==> config.mk <==
export PLATFORM = sky130hd
export DESIGN_NAME = root_err_irq
export DESIGN_NICKNAME = d
export VERILOG_FILES = /design/src/rtl/root_err_pkg.sv /design/src/rtl/root_err_status.sv /design/src/rtl/root_err_irq_gen.sv /design/src/rtl/root_err_irq.sv
export SDC_FILE = /design/constraint.sdc
export NUM_CORES = 1
export LEC_CHECK = 0
export CORE_MARGIN = 8
export CORE_UTILIZATION = 43
export CTS_CLUSTER_DIAMETER = 200
export DETAILED_ROUTE_END_ITERATION = 10
export PLACE_DENSITY = 0.8
export SLEW_MARGIN = 10
export SYNTH_ARGS = -nofsm -noshare
export SYNTH_HDL_FRONTEND = slang
export SYNTH_HIERARCHICAL = 1
export SYNTH_SLANG_ARGS = --single-unit
==> constraint.sdc <==
create_clock -name clk_i -period 1.7 [get_ports clk_i]
set_clock_uncertainty 0.1 [all_clocks]
set_input_delay 0.17 -clock clk_i [delete_from_list [all_inputs] [get_ports clk_i]]
set_output_delay 0.17 -clock clk_i [all_outputs]
set_load 0.02 [all_outputs]
==> src/rtl/root_err_pkg.sv <==
package root_err_pkg;
  typedef enum logic [1:0] {
    SEV_COR      = 2'd0,
    SEV_NONFATAL = 2'd1,
    SEV_FATAL    = 2'd2,
    SEV_RSVD     = 2'd3
  } sev_e;

  localparam int unsigned STAT_W      = 7;
  localparam int unsigned CMD_W       = 3;
  localparam int unsigned B_COR       = 0;
  localparam int unsigned B_MULTI_COR = 1;
  localparam int unsigned B_UNC       = 2;
  localparam int unsigned B_MULTI_UNC = 3;
  localparam int unsigned B_FIRST_FAT = 4;
  localparam int unsigned B_NONFATAL  = 5;
  localparam int unsigned B_FATAL     = 6;

  function automatic logic [CMD_W-1:0] stat_to_cmd(input logic [STAT_W-1:0] s);
    return {s[B_FATAL], s[B_NONFATAL], s[B_COR]};
  endfunction

  function automatic logic [CMD_W-1:0] sev_to_cmd(input logic [1:0] sev);
    logic [CMD_W-1:0] r;
    r = '0;
    if (sev != SEV_RSVD) r[sev] = 1'b1;
    return r;
  endfunction
endpackage

==> src/rtl/root_err_status.sv <==
module root_err_status
  import root_err_pkg::*;
#(
  parameter int unsigned SRC_W = 16,
  parameter int unsigned NUM_W = 5
) (
  input  logic              clk_i,
  input  logic              rst_ni,
  input  logic              msg_valid_i,
  input  logic [1:0]        msg_sev_i,
  input  logic [SRC_W-1:0]  msg_src_i,
  input  logic              clr_en_i,
  input  logic [STAT_W-1:0] clr_mask_i,
  input  logic              num_we_i,
  input  logic [NUM_W-1:0]  num_i,
  output logic [STAT_W-1:0] stat_o,
  output logic [SRC_W-1:0]  cor_src_o,
  output logic [SRC_W-1:0]  unc_src_o,
  output logic [NUM_W-1:0]  num_o
);
  logic [STAT_W-1:0] stat_q, stat_d;
  logic [SRC_W-1:0]  cor_q, cor_d, unc_q, unc_d;
  logic [NUM_W-1:0]  num_q;

  always_comb begin
    stat_d = stat_q;
    cor_d  = cor_q;
    unc_d  = unc_q;
    if (clr_en_i) stat_d = stat_d & ~clr_mask_i;
    if (msg_valid_i) begin
      unique case (sev_e'(msg_sev_i))
        SEV_COR: begin
          if (stat_q[B_COR]) stat_d[B_MULTI_COR] = 1'b1;
          else               cor_d = msg_src_i;
          stat_d[B_COR] = 1'b1;
        end
        SEV_NONFATAL, SEV_FATAL: begin
          if (stat_q[B_UNC]) stat_d[B_MULTI_UNC] = 1'b1;
          else               unc_d = msg_src_i;
          stat_d[B_UNC] = 1'b1;
          if (msg_sev_i == SEV_FATAL) begin
            if (!stat_q[B_UNC]) stat_d[B_FIRST_FAT] = 1'b1;
            stat_d[B_FATAL] = 1'b1;
          end else begin
            stat_d[B_NONFATAL] = 1'b1;
          end
        end
        default: ;
      endcase
    end
  end

  always_ff @(posedge clk_i or negedge rst_ni) begin
    if (!rst_ni) begin
      stat_q <= '0;
      cor_q  <= '0;
      unc_q  <= '0;
      num_q  <= '0;
    end else begin
      stat_q <= stat_d;
      cor_q  <= cor_d;
      unc_q  <= unc_d;
      if (num_we_i) num_q <= num_i;
    end
  end

  assign stat_o    = stat_q;
  assign cor_src_o = cor_q;
  assign unc_src_o = unc_q;
  assign num_o     = num_q;
endmodule

==> src/rtl/root_err_irq_gen.sv <==
module root_err_irq_gen
  import root_err_pkg::*;
(
  input  logic             clk_i,
  input  logic             rst_ni,
  input  logic             msi_en_i,
  input  logic             cmd_wr_i,
  input  logic [CMD_W-1:0] cmd_wdata_i,
  input  logic             msg_valid_i,
  input  logic [1:0]       msg_sev_i,
  input  logic [CMD_W-1:0] stat_map_i,
  output logic [CMD_W-1:0] cmd_o,
  output logic             msi_req_o,
  output logic             intx_o
);
  logic [CMD_W-1:0] cmd_q;
  logic             msi_q, msi_d, was_on, msg_fire, wr_fire;

  assign was_on   = |(cmd_q & stat_map_i);
  assign msg_fire = msg_valid_i && |(cmd_q & sev_to_cmd(msg_sev_i)) && !was_on;
  // edge only: command change that turns the enabled condition on
  assign wr_fire  = cmd_wr_i && !was_on && |(cmd_wdata_i & stat_map_i);
  assign msi_d    = msi_en_i && (msg_fire || wr_fire);

  always_ff @(posedge clk_i or negedge rst_ni) begin
    if (!rst_ni) begin
      cmd_q <= '0;
      msi_q <= 1'b0;
    end else begin
      if (cmd_wr_i) cmd_q <= cmd_wdata_i;
      msi_q <= msi_d;
    end
  end

  assign cmd_o     = cmd_q;
  assign msi_req_o = msi_q;
  assign intx_o    = !msi_en_i && was_on;
endmodule

==> src/rtl/root_err_irq.sv <==
module root_err_irq
  import root_err_pkg::*;
#(
  parameter int unsigned DATA_W = 32,
  parameter int unsigned ADDR_W = 2,
  parameter int unsigned SRC_W  = 16,
  parameter int unsigned NUM_W  = 5
) (
  input  logic              clk_i,
  input  logic              rst_ni,
  input  logic              msg_valid_i,
  input  logic [1:0]        msg_sev_i,
  input  logic [SRC_W-1:0]  msg_src_i,
  input  logic              wr_en_i,
  input  logic [ADDR_W-1:0] addr_i,
  input  logic [DATA_W-1:0] wdata_i,
  output logic [DATA_W-1:0] rdata_o,
  input  logic              num_we_i,
  input  logic [NUM_W-1:0]  num_i,
  input  logic              msi_en_i,
  output logic              msi_req_o,
  output logic              intx_o
);
  localparam logic [ADDR_W-1:0] A_CMD  = ADDR_W'(0);
  localparam logic [ADDR_W-1:0] A_STAT = ADDR_W'(1);
  localparam logic [ADDR_W-1:0] A_SRC  = ADDR_W'(2);
  localparam int unsigned NUM_LSB = DATA_W - NUM_W;

  logic [STAT_W-1:0] status_q;
  logic [SRC_W-1:0]  cor_src_q, unc_src_q;
  logic [NUM_W-1:0]  num_q;
  logic [CMD_W-1:0]  cmd_q;

  root_err_status #(.SRC_W(SRC_W), .NUM_W(NUM_W)) i_status (
    .clk_i      (clk_i),
    .rst_ni     (rst_ni),
    .msg_valid_i(msg_valid_i),
    .msg_sev_i  (msg_sev_i),
    .msg_src_i  (msg_src_i),
    .clr_en_i   (wr_en_i && addr_i == A_STAT),
    .clr_mask_i (wdata_i[STAT_W-1:0]),
    .num_we_i   (num_we_i),
    .num_i      (num_i),
    .stat_o     (status_q),
    .cor_src_o  (cor_src_q),
    .unc_src_o  (unc_src_q),
    .num_o      (num_q)
  );

  root_err_irq_gen i_irq (
    .clk_i      (clk_i),
    .rst_ni     (rst_ni),
    .msi_en_i   (msi_en_i),
    .cmd_wr_i   (wr_en_i && addr_i == A_CMD),
    .cmd_wdata_i(wdata_i[CMD_W-1:0]),
    .msg_valid_i(msg_valid_i),
    .msg_sev_i  (msg_sev_i),
    .stat_map_i (stat_to_cmd(status_q)),
    .cmd_o      (cmd_q),
    .msi_req_o  (msi_req_o),
    .intx_o     (intx_o)
  );

  always_comb begin
    rdata_o = '0;
    unique case (addr_i)
      A_CMD:  rdata_o[CMD_W-1:0] = cmd_q;
      A_STAT: begin
        rdata_o[STAT_W-1:0]      = status_q;
        rdata_o[NUM_LSB +: NUM_W] = num_q;
      end
      A_SRC:  rdata_o[2*SRC_W-1:0] = {unc_src_q, cor_src_q};
      default: ;
    endcase
  end
endmodule

==> results of run 1 <==
[cell type report]
cell class	count	area (µm²)
clock inverters	3	23.8
inverters	4	15.0
clock buffers	5	68.8
well taps	72	90.1
multi-input cells	120	1150
repair buffers	101	846
flip-flops and latches	48	1200
fillers	440	2050
[critical path, cell delays in order, from the launching register on]
cell and delay, ns:
dfrtp_1 0.41, a222oi_1 0.43, nor2_1 0.11, buf_4 0.17
[power by group]
part | total, mW | internal [mW] | switching (mW)
logic | 1.15 | 0.705 | 0.442
clock network | 0.690 | 0.292 | 0.398
registers | 1.70 | 1.49 | 0.204
[cells in the final DEF (no fill, tap or decap), types with 2 or more instances in the layout]
cell and count:
inv_2 2, a22oi_1 9, dlygate4sd2_1 3, mux2_2 20, clkinvlp_4 2, dfrtp_1 48
clkdlybuf4s50_1 35, nand3b_4 2, a22o_1 2, nor2b_1 10, ha_4 3, a32o_1 2
mux2_4 20, nand2_1 9, and2_1 22, buf_12 5, buf_2 29, buf_4 27
nor2_1 5, inv_1 2, ha_1 3, o2bb2ai_1 2, clkbuf_8 5, a222oi_1 5
[through the flow]
step / hold slack [ns] / setup WS [ns] / power (mW) / cells
4_1_cts: 0.272 / 0.0235 / 3.55 / 352
6_report: 0.261 / 0.00416 / 3.54 / 353
3_3_place_gp: 0.0665 / -0.536 / 2.90 / 343
5_1_grt: 0.305 / -0.0634 / 3.72 / 353
2_1_floorplan: -0.226 / 0.302 / 2.38 / 179
3_5_place_dp: 0.0764 / -0.598 / 2.92 / 343
[worst min path at each step]
| stage | startpoint | endpoint | slack [ns] | cells past startpoint |
|---|---|---|---|---|
| 2_1_floorplan | rst_ni | i_irq/cmd_o[0]$_DFFE_PN0P_ | -0.23 | 0 |
| 3_3_place_gp | rst_ni | i_status/unc_src_o[2]$_DFFE_PN0P_ | 0.07 | 1 |
| 3_5_place_dp | rst_ni | i_status/unc_src_o[0]$_DFFE_PN0P_ | 0.08 | 1 |
| 4_1_cts | rst_ni | i_status/cor_src_o[15]$_DFFE_PN0P_ | 0.27 | 2 |
| 5_1_grt | rst_ni | i_status/cor_src_o[10]$_DFFE_PN0P_ | 0.30 | 2 |
| 6_report | rst_ni | i_status/cor_src_o[15]$_DFFE_PN0P_ | 0.26 | 2 |
[cells by family (layout without fill, tap and decap cells)]
family / Yosys count / in the layout / synth area share [%]
flops: 48 / 48 / 50.3
fa+ha+maj: 6 / 6 / 3.14
simple gates: 50 / 50 / 12.8
mux: 41 / 41 / 22.4
buf+inv: 11 / 113 / 3.25
compound gates: 23 / 23 / 8.07
[timing repair]
| item | CTS | global route |
|---|---|---|
| buffers inserted | 0 | 1 |
| pin swaps | 6 | 4 |
| hold buffers | 1 | 0 |
| endpoints found under the setup margin | 33 | 3 |
| resized for setup | 140 | 3 |
| hold endpoints to repair | 21 | 0 |
[routing by layer]
metal | wire length (µm) | up-vias
met2 | 2620 | 73
met5 | 0 | -
li1 | - | 837
met3 | 360 | 9
met1 | 2830 | 851
met4 | 104 | 0
[state kept, by name, summed over array words and instances (netlist names)]
name	flops
i_status/num_o	5
i_irq/cmd_o	3
i_irq/msi_req_o	1
i_status/unc_src_o	16
i_status/cor_src_o	16
i_status/stat_o	7
==> reports/qor.yml, run 1 <==
cp_max_fo: 2
antenna_left: 0
finalSetupViolCount: 0
utilization_pct: 62.3
firstDrtPassIters: 4
cts_tree: "yes"
drtIter0Drc: 77
antenna_found_initial: 0
syn_area_um2: 2390
nets: 349
timing.critical_path.arrival_ns: 1.43
cts-htree-levels: 2
worstReg2RegStart: "i_status/stat_o[0]$_DFF_PN0_"
crit_end: "intx_o"
synthesis.nets: 248
cellPowerDensity_nw_per_um2: 1040
leakagePower_nw: 1.65
r2r_cells: 5
ys_seq_area_share_pct: 50.3
grt_pass1_vias: 1884
dieArea_um2: 8190
met3_usage_pct: 4.49
grt_setup_unrepaired: "true"
die_w_um: 90.5
startpoint_type: "flop"
path_clk_slew_ns: 0.09
initial_core_util_pct: 43.9
crit_type: "flop to output pin"
reg2reg_setup_slack_ns: 0.25
period_needed_ns: 1.70
hold_viol_final: 0
ys_ff_latch: 48
synth.top_cells.by_area: "dfrtp_1, mux2_4, mux2_2, and2_1, ha_1"
top_usage_layer: "met2"
placed_cell_area_um2: 3390
irDropWorstVdd_mv: 0.646
grt_use_met2_pct: 21.4
synthTopCellsByCount: "dfrtp_1, and2_1, mux2_2, mux2_4, nor2b_1"
stdcell_area_um2: 3390
core_um2: 5440
routed_wl_um: 5920
boundaryPins: 97
cts-root-buf: "clkbuf_8"
ys_types: 24
synth_area_per_cell_um2: 13.3
tightestPinTransition_ns: 0.521
overflow: 0
grt_max_degree: 28
insertion_delay_ns: 0.30
via_per_inst: 5.01
area_delta_synth_final_pct: 42.0
yosysWarnings: 6
final.setup.tns_ns: 0
vias: 1770
drv_cap: 0
crit_start: "i_status/stat_o[5]$_DFF_PN0_"
synth.most_common_cell: "dfrtp_1"
gr-usage-all-layers_pct: 14.3
diodes: 0
rows: 27
syn_inst: 179
drive_above_1_share_pct: 42.0
ys.flop_type: "dfrtp_1"
synthArstFlopShare_pct: 100
status: "finished clean"
cts_sinks: 48
portBuffers: 71
worstSetupEndpointType: "output pin"
drc: 0
cts_buffers: 5
hp-class: "input pin to async pin"
gp_congestion: 0.914
max_freq_ghz: 0.590
cts_buffer_depth: 2
relSlewSlack_pct: 65.3
regToRegEndpoint: "i_irq/msi_req_o$_DFF_PN0_"
min_period_over_period_pct: 99.8
dieHeight_um: 90.5
routedWlPerCell_um: 16.8
slew_violations: 0
crit_required_ns: 1.43
grt_pass1_wl_um: 9630
synth.top_cell.area_share_pct: 50.3
post-dp-hpwl_um: 4600
grt_use_met1_pct: 19.2
synth_top_area_cell: "dfrtp_1"
synth_edf_count: 0
Power figures use the tool's default switching activity.
==> run 2, diff against run 1 <==
--- a/config.mk
+++ b/config.mk
@@ -15,3 +15,4 @@
 export SYNTH_HDL_FRONTEND = slang
 export SYNTH_HIERARCHICAL = 1
 export SYNTH_SLANG_ARGS = --single-unit
+export TNS_END_PERCENT = 10
==> reports/qor.yml, run 2 (synthesis gave the netlist of run 1 again) <==
status: "finished clean"
rows: 27
cp_max_fo: 2
drtIter0Drc: 78
crit_required_ns: 1.43
min_period_over_period_pct: 99.9
drv_cap: 0
firstDrtPassIters: 4
worstReg2RegStart: "i_status/stat_o[2]$_DFF_PN0_"
irDropWorstVdd_mv: 0.646
leakagePower_nw: 1.64
reg2reg_setup_slack_ns: 0.25
cellPowerDensity_nw_per_um2: 1040
hp-class: "input pin to async pin"
regToRegEndpoint: "i_status/unc_src_o[8]$_DFFE_PN0P_"
hold_viol_final: 0
routedWlPerCell_um: 16.8
portBuffers: 71
placed_cell_area_um2: 3390
startpoint_type: "flop"
worstSetupEndpointType: "output pin"
finalSetupViolCount: 0
routed_wl_um: 5920
diodes: 0
period_needed_ns: 1.70
cts_sinks: 48
antenna_found_initial: 0
slew_violations: 0
insertion_delay_ns: 0.30
finalPower_mw: 3.53
die_w_um: 90.5
layout_commonest_cell: "dfrtp_1"
vias: 1765
drc: 0
initial_core_util_pct: 43.9
timing.critical_path.arrival_ns: 1.43
final_cell_mix: "dfrtp_1, clkdlybuf4s50_1, buf_2"
dieHeight_um: 90.5
gr-usage-all-layers_pct: 14.3
max_freq_ghz: 0.589
cts-htree-levels: 2
grt_setup_unrepaired: "true"
gp_congestion: 0.914
grt_pass1_wl_um: 9630
boundaryPins: 97
crit_type: "flop to output pin"
grt_max_degree: 28
cts-root-buf: "clkbuf_8"
timing.hold.ws_ns: 0.262
post-dp-hpwl_um: 4600
overflow: 0
grt_pass1_vias: 1884
core_um2: 5440
cts_tree: "yes"
tightestPinTransition_ns: 0.522
antenna_left: 0
relSlewSlack_pct: 65.2
cts_buffers: 5
nets: 349
via_per_inst: 5.00
utilization_pct: 62.3
stdcell_area_um2: 3390
drive_above_1_share_pct: 42.0
dieArea_um2: 8190
path_clk_slew_ns: 0.09
cts_buffer_depth: 2
r2r_cells: 4
area_delta_synth_final_pct: 41.9
[run 2: cell counts in the layout (fill, tap and decap cells not counted)]
Identical to the previous run, type by type.
[run 2: cell type report]
type                       instances  area [µm²]
tap                               72        90.1
clock buffer                       5        68.8
sequential                        48        1200
fill                             440        2050
clock inverter                     3        23.8
timing repair buffer             101         842
multi-input combinational        120        1150
inverter                           4        15.0
[run 2: worst max-delay path by stage]
stage	from	endpoint	slack, ns	depth (start not counted)
floorplan	msg_sev_i[0]	i_status/unc_src_o[10]$_DFFE_PN0P_	0.30	5
global placement	addr_i[0]	rdata_o[27]	-0.54	7
detailed placement	addr_i[1]	rdata_o[31]	-0.60	6
CTS	i_irq/cmd_o[1]$_DFFE_PN0P_	rdata_o[1]	0.02	4
global route	i_status/stat_o[5]$_DFF_PN0_	intx_o	-0.06	3
finish	i_status/stat_o[5]$_DFF_PN0_	intx_o	0.002	3
[run 2: where the power goes]
group	switching, mW	internal (mW)	total [mW]
combinational	0.443	0.703	1.15
clock	0.398	0.292	0.689
sequential	0.203	1.49	1.70
[run 2: layer usage]
metal | track usage, % | vias up | share of wire (%)
met2 | 21.4 | 67 | 44
met1 | 19.2 | 854 | 47
li1 | - | 835 | -
met3 | 4.49 | 9 | 6.3
met5 | 0 | - | 0
met4 | 4.44 | 0 | 1.8
[run 2: worst max-delay path, stage by stage, from the launching register on]
cell and delay (ns):
dfrtp_1 0.41, a222oi_1 0.43, nor2_1 0.11, buf_4 0.17
[run 2: per-stage QoR]
| step | TNS [ns] | worst slack (ns) | std cells |
|---|---|---|---|
| after global placement | -20.11 | -0.536 | 343 |
| final | 0 | 0.00217 | 353 |
| after floorplan | 0 | 0.302 | 179 |
| after detailed placement | -21.74 | -0.598 | 343 |
| after global routing | -0.0967 | -0.0634 | 353 |
| after CTS | 0 | 0.0235 | 352 |
[run 2: repair_timing]
item	4_1_cts	5_1_grt
setup endpoints to repair	33	3
pin swaps	6	2
hold endpoints to repair	21	0
hold buffers	1	0
setup buffers	0	1
resized for setup	140	2
